## src/rtl/timer_pkg.sv

```systemverilog
package timer_pkg;
  localparam int unsigned ADDR_W = 4;

  localparam logic [ADDR_W-1:0] A_FLAGS  = 4'd0;
  localparam logic [ADDR_W-1:0] A_CTRL   = 4'd1;
  localparam logic [ADDR_W-1:0] A_PSCL   = 4'd2;
  localparam logic [ADDR_W-1:0] A_PCNT   = 4'd3;
  localparam logic [ADDR_W-1:0] A_TCNT   = 4'd4;
  localparam logic [ADDR_W-1:0] A_MCTL   = 4'd5;
  localparam logic [ADDR_W-1:0] A_MATCH0 = 4'd8;

  typedef struct packed {
    logic hold;
    logic run;
  } ctrl_t;
endpackage

```

## src/rtl/timer_prescaler.sv

```systemverilog
module timer_prescaler #(
  parameter int unsigned CNT_W = 32
) (
  input  logic             clk_i,
  input  logic             rst_ni,
  input  logic             clr_i,
  input  logic             adv_i,
  input  logic             wr_i,
  input  logic [CNT_W-1:0] wdata_i,
  input  logic [CNT_W-1:0] limit_i,
  output logic [CNT_W-1:0] pc_o,
  output logic             step_o
);
  logic [CNT_W-1:0] pc_q;
  logic             at_limit;

  assign at_limit = (pc_q == limit_i);
  assign step_o   = adv_i & at_limit;
  assign pc_o     = pc_q;

  always_ff @(posedge clk_i or negedge rst_ni) begin
    if (!rst_ni)       pc_q <= '0;
    else if (clr_i)    pc_q <= '0;
    else if (wr_i)     pc_q <= wdata_i;
    else if (adv_i)    pc_q <= at_limit ? '0 : pc_q + 1'b1;
  end
endmodule

```

## src/rtl/timer_match_unit.sv

```systemverilog
module timer_match_unit #(
  parameter int unsigned CNT_W     = 32,
  parameter int unsigned NUM_MATCH = 4,
  localparam int unsigned MCTL_W   = 3 * NUM_MATCH
) (
  input  logic [CNT_W-1:0]                 tc_i,
  input  logic [CNT_W-1:0]                 tc_inc_i,
  input  logic                             step_i,
  input  logic [NUM_MATCH-1:0][CNT_W-1:0]  match_i,
  input  logic [MCTL_W-1:0]                mctl_i,
  output logic                             rst_req_o,
  output logic                             stop_req_o,
  output logic [NUM_MATCH-1:0]             set_o
);
  logic [NUM_MATCH-1:0] rst_ch, stop_ch, hit_now, hit_next;
  logic [CNT_W-1:0]     load_val;

  // value the timer takes if a step occurs this cycle
  assign load_val = rst_req_o ? '0 : tc_inc_i;

  for (genvar n = 0; n < NUM_MATCH; n++) begin : g_ch
    assign hit_now[n]  = (tc_i == match_i[n]);
    assign hit_next[n] = (load_val == match_i[n]);
    assign rst_ch[n]   = hit_now[n] & mctl_i[3*n+1];
    assign set_o[n]    = step_i & hit_next[n] & mctl_i[3*n];
    assign stop_ch[n]  = step_i & hit_next[n] & mctl_i[3*n+2];
  end

  assign rst_req_o  = |rst_ch;
  assign stop_req_o = |stop_ch;
endmodule

```

## src/rtl/timer_irq_flags.sv

```systemverilog
module timer_irq_flags #(
  parameter int unsigned NUM_MATCH = 4
) (
  input  logic                 clk_i,
  input  logic                 rst_ni,
  input  logic                 clr_en_i,
  input  logic [NUM_MATCH-1:0] clr_mask_i,
  input  logic [NUM_MATCH-1:0] set_i,
  output logic [NUM_MATCH-1:0] flags_o
);
  logic [NUM_MATCH-1:0] flags_q, clr;

  assign clr     = clr_en_i ? clr_mask_i : '0;
  assign flags_o = flags_q;

  // set dominates a same-cycle clear
  always_ff @(posedge clk_i or negedge rst_ni) begin
    if (!rst_ni) flags_q <= '0;
    else         flags_q <= (flags_q & ~clr) | set_i;
  end
endmodule

```

## src/rtl/prescaled_match_timer.sv

```systemverilog
module prescaled_match_timer
  import timer_pkg::*;
#(
  parameter int unsigned CNT_W     = 32,
  parameter int unsigned NUM_MATCH = 4,
  localparam int unsigned MCTL_W   = 3 * NUM_MATCH
) (
  input  logic                 clk_i,
  input  logic                 rst_ni,
  input  logic                 tick_i,
  input  logic                 wr_en_i,
  input  logic [ADDR_W-1:0]    addr_i,
  input  logic [CNT_W-1:0]     wdata_i,
  output logic [CNT_W-1:0]     rdata_o,
  output logic [NUM_MATCH-1:0] irq_pending_o,
  output logic                 irq_o
);
  ctrl_t                          ctrl_q;
  logic [CNT_W-1:0]               pr_q, tc_q, pc;
  logic [MCTL_W-1:0]              mctl_q;
  logic [NUM_MATCH-1:0][CNT_W-1:0] match_q;
  logic                           adv, step, step_eff, rst_req, stop_req;
  logic                           wr_ctrl, wr_pr, wr_pc, wr_tc, wr_mctl, wr_flags;
  logic [NUM_MATCH-1:0]           set_vec;

  assign wr_flags = wr_en_i & (addr_i == A_FLAGS);
  assign wr_ctrl  = wr_en_i & (addr_i == A_CTRL);
  assign wr_pr    = wr_en_i & (addr_i == A_PSCL);
  assign wr_pc    = wr_en_i & (addr_i == A_PCNT);
  assign wr_tc    = wr_en_i & (addr_i == A_TCNT);
  assign wr_mctl  = wr_en_i & (addr_i == A_MCTL);

  assign adv      = ctrl_q.run & ~ctrl_q.hold & tick_i;
  assign step_eff = step & ~wr_tc;

  always_ff @(posedge clk_i or negedge rst_ni) begin
    if (!rst_ni)       ctrl_q <= '0;
    else if (wr_ctrl)  ctrl_q <= ctrl_t'(wdata_i[1:0]);
    else if (stop_req) ctrl_q.run <= 1'b0;
  end

  always_ff @(posedge clk_i or negedge rst_ni) begin
    if (!rst_ni) begin
      pr_q   <= '0;
      mctl_q <= '0;
    end else begin
      if (wr_pr)   pr_q   <= wdata_i;
      if (wr_mctl) mctl_q <= wdata_i[MCTL_W-1:0];
    end
  end

  for (genvar n = 0; n < NUM_MATCH; n++) begin : g_mreg
    localparam logic [ADDR_W-1:0] MY_ADDR = A_MATCH0 + ADDR_W'(n);
    always_ff @(posedge clk_i or negedge rst_ni) begin
      if (!rst_ni)                            match_q[n] <= '0;
      else if (wr_en_i && addr_i == MY_ADDR)  match_q[n] <= wdata_i;
    end
  end

  always_ff @(posedge clk_i or negedge rst_ni) begin
    if (!rst_ni)          tc_q <= '0;
    else if (ctrl_q.hold) tc_q <= '0;
    else if (wr_tc)       tc_q <= wdata_i;
    else if (step)        tc_q <= rst_req ? '0 : tc_q + 1'b1;
  end

  timer_prescaler #(.CNT_W(CNT_W)) i_pscl (
    .clk_i   (clk_i),
    .rst_ni  (rst_ni),
    .clr_i   (ctrl_q.hold),
    .adv_i   (adv),
    .wr_i    (wr_pc),
    .wdata_i (wdata_i),
    .limit_i (pr_q),
    .pc_o    (pc),
    .step_o  (step)
  );

  timer_match_unit #(.CNT_W(CNT_W), .NUM_MATCH(NUM_MATCH)) i_match (
    .tc_i       (tc_q),
    .tc_inc_i   (tc_q + 1'b1),
    .step_i     (step_eff),
    .match_i    (match_q),
    .mctl_i     (mctl_q),
    .rst_req_o  (rst_req),
    .stop_req_o (stop_req),
    .set_o      (set_vec)
  );

  timer_irq_flags #(.NUM_MATCH(NUM_MATCH)) i_flags (
    .clk_i      (clk_i),
    .rst_ni     (rst_ni),
    .clr_en_i   (wr_flags),
    .clr_mask_i (wdata_i[NUM_MATCH-1:0]),
    .set_i      (set_vec),
    .flags_o    (irq_pending_o)
  );

  assign irq_o = |irq_pending_o;

  always_comb begin
    rdata_o = '0;
    case (addr_i)
      A_FLAGS: rdata_o = CNT_W'(irq_pending_o);
      A_CTRL:  rdata_o = CNT_W'(ctrl_q);
      A_PSCL:  rdata_o = pr_q;
      A_PCNT:  rdata_o = pc;
      A_TCNT:  rdata_o = tc_q;
      A_MCTL:  rdata_o = CNT_W'(mctl_q);
      default: begin
        for (int n = 0; n < NUM_MATCH; n++)
          if (addr_i == A_MATCH0 + ADDR_W'(n)) rdata_o = match_q[n];
      end
    endcase
  end
endmodule

```

## config.mk

```make
export PLATFORM = sky130hd
export DESIGN_NAME = prescaled_match_timer
export DESIGN_NICKNAME = d
export VERILOG_FILES = /design/src/rtl/timer_pkg.sv /design/src/rtl/timer_prescaler.sv /design/src/rtl/timer_match_unit.sv /design/src/rtl/timer_irq_flags.sv /design/src/rtl/prescaled_match_timer.sv
export SDC_FILE = /design/constraint.sdc
export NUM_CORES = 1
export LEC_CHECK = 0
export BUFFER_PORTS_ARGS = -buffer_cell sky130_fd_sc_hd__buf_2
export CAP_MARGIN = 25
export CORE_ASPECT_RATIO = 0.7
export CORE_MARGIN = 8
export CORE_UTILIZATION = 50
export CTS_BUF_LIST = sky130_fd_sc_hd__clkbuf_4 sky130_fd_sc_hd__clkbuf_8
export CTS_CLUSTER_DIAMETER = 80
export DETAILED_ROUTE_END_ITERATION = 6
export PLACE_DENSITY = 0.67
export SETUP_SLACK_MARGIN = 0.15
export SYNTH_ARGS = -nofsm -noshare
export SYNTH_HDL_FRONTEND = slang
export SYNTH_SLANG_ARGS = --single-unit
```

## constraint.sdc

```tcl
create_clock -name clk_i -period 6 [get_ports clk_i]
set_clock_uncertainty 0.05 [all_clocks]
set_input_delay 1.2 -clock clk_i [delete_from_list [all_inputs] [get_ports clk_i]]
set_output_delay 1.2 -clock clk_i [all_outputs]
set_load 0.05 [all_outputs]
```

==> results.yml <==
floorplan:
  die_y_um: 175
  design.core.area_um2: 35700
  num_rows: 58
  io_pins: 77
  initial_utilization_pct: 50.4
  die_area_um2: 42400
  dieWidth_um: 243
drt:
  dr_total_vias: 18587
  vias_per_cell: 7.54
  drc: 15
  dr.pass1.iters: 7
  ant_nets: 0
  wl_um: 93100
  drt_iter0_drc: 3478
  wire_per_inst_um: 37.8
status:
  status: "finished with violations"
  violations: "design-rule violations"
global_route:
  grt_pass1_wl_um: 130000
  grt_pass1_vias: 16792
  gr-usage-met1_pct: 59.6
  overflow: 0
  grt_max_degree: 121
  grt_use_met3_pct: 16.9
  busiest_layer: "met1"
  antenna_found_initial: 5
  grt_use_total_pct: 42.1
  use_met2_pct: 56.2
clock_network:
  postCtsResizedCells: 0
  clk-insertion-delay-late_ps: 620
  postCtsHoldBufs: 0
  clockBufferDepth: 3
  post_cts_buffers: 0
  cts_sinks: 242
  clk_pin_slew_ps: 70
  cts_buffers: 42
  root_buffer: "clkbuf_8"
  cts_tree: "yes"
  htree_levels: 2
timing:
  fin_crit_ps: 5490
  rsz0062_at_grt: "no"
  slew_viol_final: 0
  relSlewSlack_pct: 25.1
  tns_ps: 0
  setup_viol: 0
  finalHoldViolations: 0
  worst_pin_slew_ps: 1120
  period_share_pct: 91.6
  setup_ws_ps: 505
  fmax_mhz: 182
power_and_ir_drop:
  leakage_nw: 8.06
  powerDensity_nw_per_um2: 389
  internal_power_mw: 4.06
  clkPwrFrac_pct: 20.7
  ir_worst_vdd_mv: 0.279
  power.switching_mw: 3.72
  seqPwrFrac_pct: 37.2
  swShare_pct: 47.9
  combPwrFrac_pct: 42.1
cells_and_area:
  stdcell_count: 2465
  final_nets: 1997
  final_common_cell: "dfrtp_1"
  fin_util_pct: 56.0
  final_cell_mix: "dfrtp_1 (242), mux2_2 (173), nand2_1 (169), xnor2_1 (149), o21ai_0 (97)"
  area_growth_pct: 11.0
  drive_above_1_share_pct: 24.3
setup_path:
  cp-start-kind: "register"
  path_class: "reg -> reg"
  cp.arrival_ps: 5940
  cp_max_fo: 56
  required_ps: 6440
  critPathCaptureType: "register"
placed_design:
  place.gp.congestion: 1.14
  io_buffers: 76
  dp_cells: 2389
  post-place-ws_ps: 1020
  hpwl_um: 70100
worst_hold_path:
  hp-class: "reg -> reg"
yosys:
  synth_seq_cells: 242
  yosys_warnings: 0
  synth_fp_nets: 1927
  seq_area_frac_synth_pct: 33.6
  syn_area_um2: 18000
  synth_edf_count: 0
  synth_flop_cell: "dfrtp_1"
  netlist_instances: 1885
  avgSynthCellArea_um2: 9.55
  ys_types: 90
  async_flop_share_pct: 100
run:
  maxCapViolations: 0
-- logic make-up (layout without fill, tap and decap cells) --
family,after synthesis,count (layout),share of synthesized area [%]
simple gates,586,586,17.8
compound gates,421,421,16.5
xor+xnor,259,259,13.4
flops,242,242,33.6
mux,210,210,14.3
buf+inv,165,263,4.13
fa+ha+maj,2,2,0.139
other cells,0,2,0
-- routing by layer --
metal / part of all wire [%] / vias up
li1: - / 7268
met1: 40 / 9190
met2: 38 / 1770
met3: 17 / 355
met4: 5.4 / 4
met5: 0.026 / -
-- worst max-delay path: stages (launching register included) --
cell      delay, ps
dfrtp_1         560
xnor2_1         820
o221ai_1        270
nor4_1          570
nand4_1         420
nand4_4         360
buf_12          300
a21oi_1          80
o32ai_1         660
nand4_1         260
nor4_2          680
a211o_1         230
o21ai_1          70
-- per-stage QoR --
step / total power, mW / instance area (µm²) / hold WS (ps)
6_report: 7.78 / 20000 / 496
5_1_grt: 7.88 / 20000 / 505
4_1_cts: 7.51 / 19900 / 493
3_5_place_dp: 5.90 / 19100 / 477
3_3_place_gp: 5.90 / 19100 / 443
2_1_floorplan: 4.39 / 18000 / 432
-- Yosys cell counts, drive strengths merged (8+ instances only) --
cell	number	area (µm²)
nand2	169	634
a22oi	8	60.1
a211oi	14	115
nor3	30	166
inv	22	82.6
buf	63	360
o31ai	26	195
xor2	96	841
or4	12	105
nor2b	11	68.8
nor3b	12	90.1
nand3	47	248
mux2	173	1950
nand2b	14	87.6
nor4b	21	190
clkbuf	80	300
mux2i	16	160
dfrtp	242	6060
nor2	89	337
and2	9	58.8
a21oi	65	325
or3	12	80.1
nand4	64	428
o32ai	21	191
a221oi	21	184
a22o	38	333
mux4	21	473
a31oi	21	131
nor4	52	374
a222oi	33	330
o21ai	106	531
and3	18	113
xnor2	156	1420
-- area by class of cell --
cell class	count	area [µm²]
tap	480	601
fill	3224	15700
sequential	242	6060
inverter	22	82.6
clock buffer	60	769
multi-input combinational	1478	11300
clock inverter	12	90.1
timing repair buffer	169	1140
antenna	2	5.00
-- power by group through the flow --
| stage | clock network [mW] | logic (mW) | registers, mW |
|---|---|---|---|
| 2_1_floorplan | 0 | 2.03 | 2.37 |
| 3_3_place_gp | 0 | 3.07 | 2.83 |
| 3_5_place_dp | 0 | 3.06 | 2.84 |
| 4_1_cts | 1.61 | 3.08 | 2.82 |
| 5_1_grt | 1.68 | 3.32 | 2.88 |
| 6_report | 1.61 | 3.27 | 2.89 |
-- registers in the layout (all words and copies together) (netlist names) --
signal	cells
tc_q	32
mctl_q	12
pr_q	32
i_flags.flags_o	4
ctrl_q	2
match_q	128
i_pscl.pc_o	32
-- path summary, 6_finish.rpt --
kind | cells after the start | from | end | slack, ps
max | 12 | tc_q[7] | ctrl_q[0] | 510
max reg2reg | 12 | tc_q[7] | ctrl_q[0] | 510
min reg2reg | 1 | tc_q[4] | tc_q[4] | 500
max in group asynchronous | 2 | rst_ni | match_q[18] | 3960
min in group asynchronous | 1 | rst_ni | pr_q[30] | 540
min | 1 | tc_q[4] | tc_q[4] | 500
Note: power is estimated with default switching activity, not from simulation.
